<file path="src/rtl/irq_grp_pkg.sv">
package irq_grp_pkg;
  localparam int unsigned SRC_W    = 32;
  localparam int unsigned WIN_BYTES = 64;
  localparam int unsigned OFF_W    = 6;

  localparam logic [OFF_W-1:0] OFF_CAUSE = 6'h00;
  localparam logic [OFF_W-1:0] OFF_SET   = 6'h08;
  localparam logic [OFF_W-1:0] OFF_MASK  = 6'h10;
  localparam logic [OFF_W-1:0] OFF_MCLR  = 6'h18;
  localparam logic [OFF_W-1:0] OFF_STAT  = 6'h20;
  localparam logic [OFF_W-1:0] OFF_CTRL  = 6'h28;
  localparam logic [OFF_W-1:0] OFF_AMSK  = 6'h30;
  localparam logic [OFF_W-1:0] OFF_FMSK  = 6'h34;
  localparam logic [OFF_W-1:0] OFF_LMSK  = 6'h38;

  localparam logic [SRC_W-1:0] CTRL_KEEP = 32'h0FFF_0F2F;
  localparam int unsigned      CTRL_EDGE_BIT = 3;

  typedef enum logic [3:0] {
    RK_NONE, RK_CAUSE, RK_SET, RK_MASK, RK_MCLR,
    RK_STAT, RK_CTRL, RK_AMSK, RK_FMSK, RK_LMSK
  } reg_kind_e;

  function automatic reg_kind_e kind_of(input logic [OFF_W-1:0] off);
    case (off)
      OFF_CAUSE: kind_of = RK_CAUSE;
      OFF_SET:   kind_of = RK_SET;
      OFF_MASK:  kind_of = RK_MASK;
      OFF_MCLR:  kind_of = RK_MCLR;
      OFF_STAT:  kind_of = RK_STAT;
      OFF_CTRL:  kind_of = RK_CTRL;
      OFF_AMSK:  kind_of = RK_AMSK;
      OFF_FMSK:  kind_of = RK_FMSK;
      OFF_LMSK:  kind_of = RK_LMSK;
      default:   kind_of = RK_NONE;
    endcase
  endfunction
endpackage

</file>
<file path="src/rtl/irq_win_dec.sv">
module irq_win_dec
  import irq_grp_pkg::*;
#(
  parameter int unsigned NGROUPS = 2,
  parameter int unsigned AW      = 7,
  localparam int unsigned GW     = (NGROUPS > 1) ? $clog2(NGROUPS) : 1
) (
  input  logic [AW-1:0]      addr_i,
  output logic [NGROUPS-1:0] sel_o,
  output logic [GW-1:0]      grp_o,
  output logic [OFF_W-1:0]   off_o
);
  logic [GW-1:0] grp_raw;

  generate
    if (AW > OFF_W) begin : g_multi
      assign grp_raw = GW'(addr_i[AW-1:OFF_W]);
    end else begin : g_single
      assign grp_raw = '0;
    end
  endgenerate

  assign grp_o = grp_raw;
  assign off_o = addr_i[OFF_W-1:0];

  always_comb begin
    sel_o = '0;
    for (int g = 0; g < NGROUPS; g++) begin
      if (grp_raw == GW'(g)) sel_o[g] = 1'b1;
    end
  end
endmodule

</file>
<file path="src/rtl/irq_grp_core.sv">
module irq_grp_core
  import irq_grp_pkg::*;
(
  input  logic             clk,
  input  logic             rst_n,
  input  logic [SRC_W-1:0] trig_i,
  input  logic             wr_i,
  input  logic [OFF_W-1:0] off_i,
  input  logic [SRC_W-1:0] wdata_i,
  output logic [SRC_W-1:0] rdata_o,
  output logic             abort_o,
  output logic             fatal_o,
  output logic             log_o
);
  logic [SRC_W-1:0] cause_q, cause_d;
  logic [SRC_W-1:0] mask_q, mask_d;
  logic [SRC_W-1:0] ctrl_q, amsk_q, fmsk_q, lmsk_q;
  logic [SRC_W-1:0] trig_q, trig_hit;
  reg_kind_e        kind;
  logic wr_cause, wr_set, wr_mask, wr_mclr, wr_ctrl, wr_amsk, wr_fmsk, wr_lmsk;
  logic edge_mode;

  assign kind      = kind_of(off_i);
  assign edge_mode = ctrl_q[CTRL_EDGE_BIT];

  always_comb begin
    wr_cause = wr_i && (kind == RK_CAUSE);
    wr_set   = wr_i && (kind == RK_SET);
    wr_mask  = wr_i && (kind == RK_MASK);
    wr_mclr  = wr_i && (kind == RK_MCLR);
    wr_ctrl  = wr_i && (kind == RK_CTRL);
    wr_amsk  = wr_i && (kind == RK_AMSK);
    wr_fmsk  = wr_i && (kind == RK_FMSK);
    wr_lmsk  = wr_i && (kind == RK_LMSK);
  end

  // next state: trigger capture has priority over a software clear
  always_comb begin
    trig_hit = edge_mode ? (trig_i & ~trig_q) : trig_i;
    cause_d  = cause_q;
    if (wr_cause) cause_d = cause_d & wdata_i;
    if (wr_set)   cause_d = cause_d | wdata_i;
    cause_d = cause_d | trig_hit;
    if (wr_mask)      mask_d = wdata_i;
    else if (wr_mclr) mask_d = mask_q & wdata_i;
    else              mask_d = mask_q;
  end

  always_ff @(posedge clk or negedge rst_n) begin
    if (!rst_n) begin
      cause_q <= '0;
      trig_q  <= '0;
      mask_q  <= '0;
    end else begin
      cause_q <= cause_d;
      trig_q  <= trig_i;
      if (wr_mask || wr_mclr) mask_q <= mask_d;
    end
  end

  always_ff @(posedge clk or negedge rst_n) begin
    if (!rst_n) begin
      ctrl_q <= '0;
      amsk_q <= '1;
      fmsk_q <= '1;
      lmsk_q <= '1;
    end else begin
      if (wr_ctrl) ctrl_q <= wdata_i & CTRL_KEEP;
      if (wr_amsk) amsk_q <= wdata_i;
      if (wr_fmsk) fmsk_q <= wdata_i;
      if (wr_lmsk) lmsk_q <= wdata_i;
    end
  end

  always_comb begin
    case (kind)
      RK_CAUSE: rdata_o = cause_q;
      RK_MASK:  rdata_o = mask_q;
      RK_STAT:  rdata_o = cause_q & ~mask_q;
      RK_CTRL:  rdata_o = ctrl_q;
      RK_AMSK:  rdata_o = amsk_q;
      RK_FMSK:  rdata_o = fmsk_q;
      RK_LMSK:  rdata_o = lmsk_q;
      default:  rdata_o = '0;
    endcase
  end

  assign abort_o = |(cause_q & ~amsk_q);
  assign fatal_o = |(cause_q & ~fmsk_q);
  assign log_o   = |(cause_q & ~lmsk_q);

  assert_set_sticks_R4: assert property (@(posedge clk) disable iff (!rst_n)
    wr_set |=> ((cause_q & $past(wdata_i)) == $past(wdata_i)));

  assert_mclr_only_clears_R5: assert property (@(posedge clk) disable iff (!rst_n)
    wr_mclr |=> ((mask_q & ~$past(wdata_i)) == '0));

  assert_level_capture_R9: assert property (@(posedge clk) disable iff (!rst_n)
    (!edge_mode && (trig_i != '0)) |=> ((cause_q & $past(trig_i)) == $past(trig_i)));

  assert_edge_no_spurious_R10: assert property (@(posedge clk) disable iff (!rst_n)
    (edge_mode && !wr_set && ((trig_i & ~trig_q) == '0))
      |=> ((cause_q & ~$past(cause_q)) == '0));
endmodule

</file>
<file path="src/rtl/irq_grp_bank.sv">
module irq_grp_bank
  import irq_grp_pkg::*;
#(
  parameter int unsigned NGROUPS = 2,
  localparam int unsigned AW     = $clog2(WIN_BYTES * NGROUPS),
  localparam int unsigned GW     = (NGROUPS > 1) ? $clog2(NGROUPS) : 1
) (
  input  logic                     clk,
  input  logic                     rst_n,
  input  logic [NGROUPS*SRC_W-1:0] trig_i,
  input  logic [AW-1:0]            addr_i,
  input  logic                     wr_en_i,
  input  logic [SRC_W-1:0]         wdata_i,
  output logic [SRC_W-1:0]         rdata_o,
  output logic [NGROUPS-1:0]       grp_abort_o,
  output logic [NGROUPS-1:0]       grp_fatal_o,
  output logic [NGROUPS-1:0]       grp_log_o,
  output logic                     any_abort_o,
  output logic                     any_fatal_o,
  output logic                     any_log_o
);
  logic [NGROUPS-1:0] sel;
  logic [GW-1:0]      grp;
  logic [OFF_W-1:0]   off;
  logic [SRC_W-1:0]   grp_rdata [NGROUPS];

  irq_win_dec #(.NGROUPS(NGROUPS), .AW(AW)) i_dec (
    .addr_i (addr_i),
    .sel_o  (sel),
    .grp_o  (grp),
    .off_o  (off)
  );

  for (genvar g = 0; g < NGROUPS; g++) begin : g_grp
    irq_grp_core i_core (
      .clk     (clk),
      .rst_n   (rst_n),
      .trig_i  (trig_i[g*SRC_W +: SRC_W]),
      .wr_i    (wr_en_i && sel[g]),
      .off_i   (off),
      .wdata_i (wdata_i),
      .rdata_o (grp_rdata[g]),
      .abort_o (grp_abort_o[g]),
      .fatal_o (grp_fatal_o[g]),
      .log_o   (grp_log_o[g])
    );
  end

  always_comb begin
    rdata_o = '0;
    for (int g = 0; g < NGROUPS; g++) begin
      if (sel[g]) rdata_o = grp_rdata[g];
    end
  end

  assign any_abort_o = |grp_abort_o;
  assign any_fatal_o = |grp_fatal_o;
  assign any_log_o   = |grp_log_o;

  assert_sel_onehot_R1: assert property (@(posedge clk) disable iff (!rst_n)
    $onehot0(sel));
endmodule

</file>
<file path="config.mk">
export PLATFORM = sky130hd
export DESIGN_NAME = irq_grp_bank
export DESIGN_NICKNAME = d
export VERILOG_FILES = /design/src/rtl/irq_grp_pkg.sv /design/src/rtl/irq_win_dec.sv /design/src/rtl/irq_grp_core.sv /design/src/rtl/irq_grp_bank.sv
export SDC_FILE = /design/constraint.sdc
export NUM_CORES = 1
export LEC_CHECK = 0
export BUFFER_PORTS_ARGS = -buffer_cell sky130_fd_sc_hd__clkbuf_2
export CAP_MARGIN = 40
export CORE_UTILIZATION = 55
export DETAILED_ROUTE_END_ITERATION = 10
export PLACE_DENSITY = 0.72
export SLEW_MARGIN = 15
export SYNTH_ARGS = -nofsm -noshare
export SYNTH_HDL_FRONTEND = slang
export SYNTH_SLANG_ARGS = --single-unit
</file>
<file path="constraint.sdc">
create_clock -name clk -period 5.4 [get_ports clk]
set_clock_uncertainty 0.2 [all_clocks]
set_input_delay 1.62 -clock clk [delete_from_list [all_inputs] [get_ports clk]]
set_output_delay 1.62 -clock clk [all_outputs]
set_load 0.01 [all_outputs]
</file>
==> impl_metrics.toml <==
[synth]
ys_ff_latch = 426
synth_edf_count = 0
synth.cell_area_mm2 = 0.0205
synth.distinct_cells = 58
synth_fp_nets = 1925
ys_seq_area_share_pct = 53.1
ys_warn_count = 0
synth_top_flop_cell = "dfrtp_1"
avgSynthCellArea_um2 = 11.3
synthCells = 1819
async_flop_share_pct = 100

[route]
drtAntennaViolNets = 0
drt_iter0_drc = 1623
wirelength_mm = 71.8
drt_pass1_iterations = 8
drc = 0
wire_per_inst_um = 29.0
via_per_inst = 6.67
vias = 16500

[global_route]
grt_use_total_pct = 38.2
overflow = 0
grt_first_pass_wirelength_mm = 107
grt_pass1_vias = 16400
grt_max_degree = 110
antenna_found_initial = 1

[floorplanning]
die_x_um = 195
rows = 70
start_util_pct = 55.9
die_area_mm2 = 0.0381
core-area_mm2 = 0.0367
die_y_um = 195
ios = 147

[power_and_ir_drop]
p_per_area_mw_per_mm2 = 325
total_power_mw = 7.75
leakage_nw = 10.5
ir_worst_vdd_uv = 256

[timing]
slew_headroom_pct = 37.0
min_period_ns = 5.43
tightest_slew_ns = 0.945
setup_slack_ns = -0.0301
fin_crit_sh_pct = 101
slew_viol_final = 0
setup_viol = 2
rsz0062_at_grt = "true"
max_clock_freq_mhz = 184
finalHoldViolCount = 0

[clock_tree]
numCtsBuffers = 46
clock_sinks = 426
hold_buffers = 0
clock_latency_ns = 0.59
cts_tree = "yes"
clk_path_buf_depth = 3
h-tree-depth = 2
clk_pin_slew_ns = 0.06
root_buffer = "clkbuf_16"

[worst_setup_path]
r2r_slack_ns = 3.99
critPathKind = "primary input to output pin"
end_kind = "output pin"
critPathMaxFanout = 7
critPathArrivalTime_ns = 3.61
start_kind = "primary input"
crit_required_ns = 3.58

[finish]
n_fill_cell = 2865
final_core_util_pct = 64.9
final-instance-count-excl-fill = 2481
fin_nets = 2082
area_growth_pct = 16.1
num_antenna_cells = 0
post-route-cell-area_mm2 = 0.0238
drive_above_1_share_pct = 39.0

[flow_run]
maxCapViolCount = 0

[placement]
placed_area_mm2 = 0.0221
dp_slack_ns = -0.0946
dp_hpwl_mm = 50.1
io_buffers = 146
numPlacedInstances = 2388
place.gp.congestion = 0.997

[run_status]
status = "complete, but fails checks"
failed_checks = "setup timing"

[worst_hold_path]
hp-class = "register to register"
path summary, 6_finish.rpt:
check	start	to	cells after the start
max	addr_i[2]	rdata_o[28]	9
min	g_grp[0].i_core.trig_q[30]$_DFF_PN0_	g_grp[0].i_core.cause_q[30]$_DFF_PN0_	3
max reg2reg	g_grp[0].i_core.ctrl_q[3]$_DFFE_PN0P_	g_grp[0].i_core.cause_q[4]$_DFF_PN0_	4
min reg2reg	g_grp[0].i_core.trig_q[30]$_DFF_PN0_	g_grp[0].i_core.cause_q[30]$_DFF_PN0_	3
max in group asynchronous	rst_n	g_grp[1].i_core.lmsk_q[29]$_DFFE_PN1P_	2
min in group asynchronous	rst_n	g_grp[0].i_core.trig_q[11]$_DFF_PN0_	1
repair_timing:
| item | in CTS | in global routing |
|---|---|---|
| endpoints found under the setup margin | 3 | 9 |
| pin swaps | 2 | 9 |
| buffers inserted | 0 | 8 |
| resized for setup | 2 | 19 |
| gates cloned | 0 | 1 |
sequential cells by signal (all words and copies together) (netlist names):
| signal | count |
|---|---|
| g_grp.i_core.fmsk_q | 64 |
| g_grp.i_core.amsk_q | 64 |
| g_grp.i_core.trig_q | 64 |
| g_grp.i_core.lmsk_q | 64 |
| g_grp.i_core.mask_q | 64 |
| g_grp.i_core.cause_q | 64 |
| g_grp.i_core.ctrl_q | 42 |
where the power goes:
part	internal (mW)	leakage, nW	switching, mW
Clock	1.89	0.756	1.34
Combinational	0.356	5.02	0.416
Sequential	3.53	4.72	0.220
Total	5.77	10.5	1.97
worst max-delay path: stages:
cell,delay (ns)
buf_4,0.12
buf_6,0.11
or4_4,0.60
nor3_4,0.27
buf_4,0.17
clkbuf_16,0.14
a221oi_1,0.08
a31oi_1,0.30
buf_2,0.19
routing by layer:
layer  vias up  GRT usage, %  routed length [um]
li1       7008             -                   -
met2       874          59.1               33000
met5         -             0                  13
met3       204          8.29                6240
met4         2          17.6                3450
met1      8455          51.5               29200
per-stage QoR:
step / TNS (ns) / hold slack (ns)
2_1_floorplan: 0 / 0.275
3_3_place_gp: -0.105 / 0.282
3_5_place_dp: -0.163 / 0.293
4_1_cts: 0 / 0.306
5_1_grt: -0.173 / 0.322
6_report: -0.0379 / 0.304
placed cells by master, fill, tap and decap left out, types with 16 or more instances in the layout:
cell type / Yosys / final
dfrtp_1: 234 / 234
mux2_2: 201 / 201
dfstp_2: 192 / 192
nand2_1: 162 / 162
clkbuf_2: 0 / 138
o22ai_1: 106 / 106
buf_4: 21 / 97
nor2_1: 84 / 83
inv_1: 79 / 79
a21oi_1: 80 / 78
mux2i_1: 72 / 72
o22a_1: 69 / 69
o21ai_1: 58 / 59
clkbuf_16: 0 / 47
o21ai_0: 39 / 38
mux2_4: 30 / 30
nor4_1: 23 / 23
a22oi_1: 19 / 18
o211ai_1: 18 / 18
nand4_1: 17 / 17
buf_12: 0 / 17
a221o_1: 16 / 16
a222oi_1: 16 / 16
synth_stat cells, types with 3 or more instances:
library cell | number | area [um2]
a2111oi_0 | 5 | 43.8
a211oi_1 | 3 | 22.5
a21oi_1 | 80 | 400
a221o_1 | 16 | 160
a221oi_1 | 12 | 105
a222oi_1 | 16 | 160
a22o_1 | 7 | 61.3
a22oi_1 | 19 | 143
a31oi_1 | 12 | 75.1
a32oi_1 | 10 | 87.6
and2_1 | 3 | 18.8
and3_1 | 8 | 50.1
buf_1 | 17 | 63.8
buf_2 | 47 | 235
buf_4 | 21 | 158
buf_6 | 7 | 78.8
clkbuf_1 | 62 | 233
dfrtp_1 | 234 | 5860
dfstp_2 | 192 | 5040
inv_1 | 79 | 297
mux2_1 | 6 | 67.6
mux2_2 | 201 | 2260
mux2_4 | 30 | 450
mux2i_1 | 72 | 721
nand2_1 | 162 | 608
nand3_1 | 5 | 25.0
nand4_1 | 17 | 106
nand4b_1 | 3 | 26.3
nor2_1 | 84 | 315
nor2b_1 | 9 | 56.3
nor3_1 | 16 | 80.1
nor3_4 | 3 | 48.8
nor4_1 | 23 | 144
o211ai_1 | 18 | 135
o21a_1 | 10 | 75.1
o21ai_0 | 39 | 195
o21ai_1 | 58 | 290
o221ai_1 | 5 | 43.8
o22a_1 | 69 | 604
o22ai_1 | 106 | 663
o2bb2ai_1 | 5 | 43.8
or3_1 | 4 | 25.0
or4_1 | 3 | 22.5
layout make-up:
class / count / area (um2) / area share, %
clock buffers: 66 / 1320 / 5.53
clock inverters: 19 / 219 / 0.920
inverters: 79 / 297 / 1.25
multi-input cells: 1160 / 8620 / 36.2
flip-flops and latches: 426 / 10900 / 45.8
well taps: 468 / 586 / 2.46
repair buffers: 263 / 1870 / 7.85
logic make-up (layout without fill, tap and decap cells):
group | Yosys count | after routing | share of synthesized area (%)
flip-flops | 426 | 426 | 53.1
buffers and inverters | 233 | 427 | 5.19
AND/OR/NAND/NOR | 355 | 355 | 8.22
multiplexers | 309 | 309 | 17.1
AO/OA/AOI/OAI | 496 | 496 | 16.4
Power figures use the tool's default switching activity.
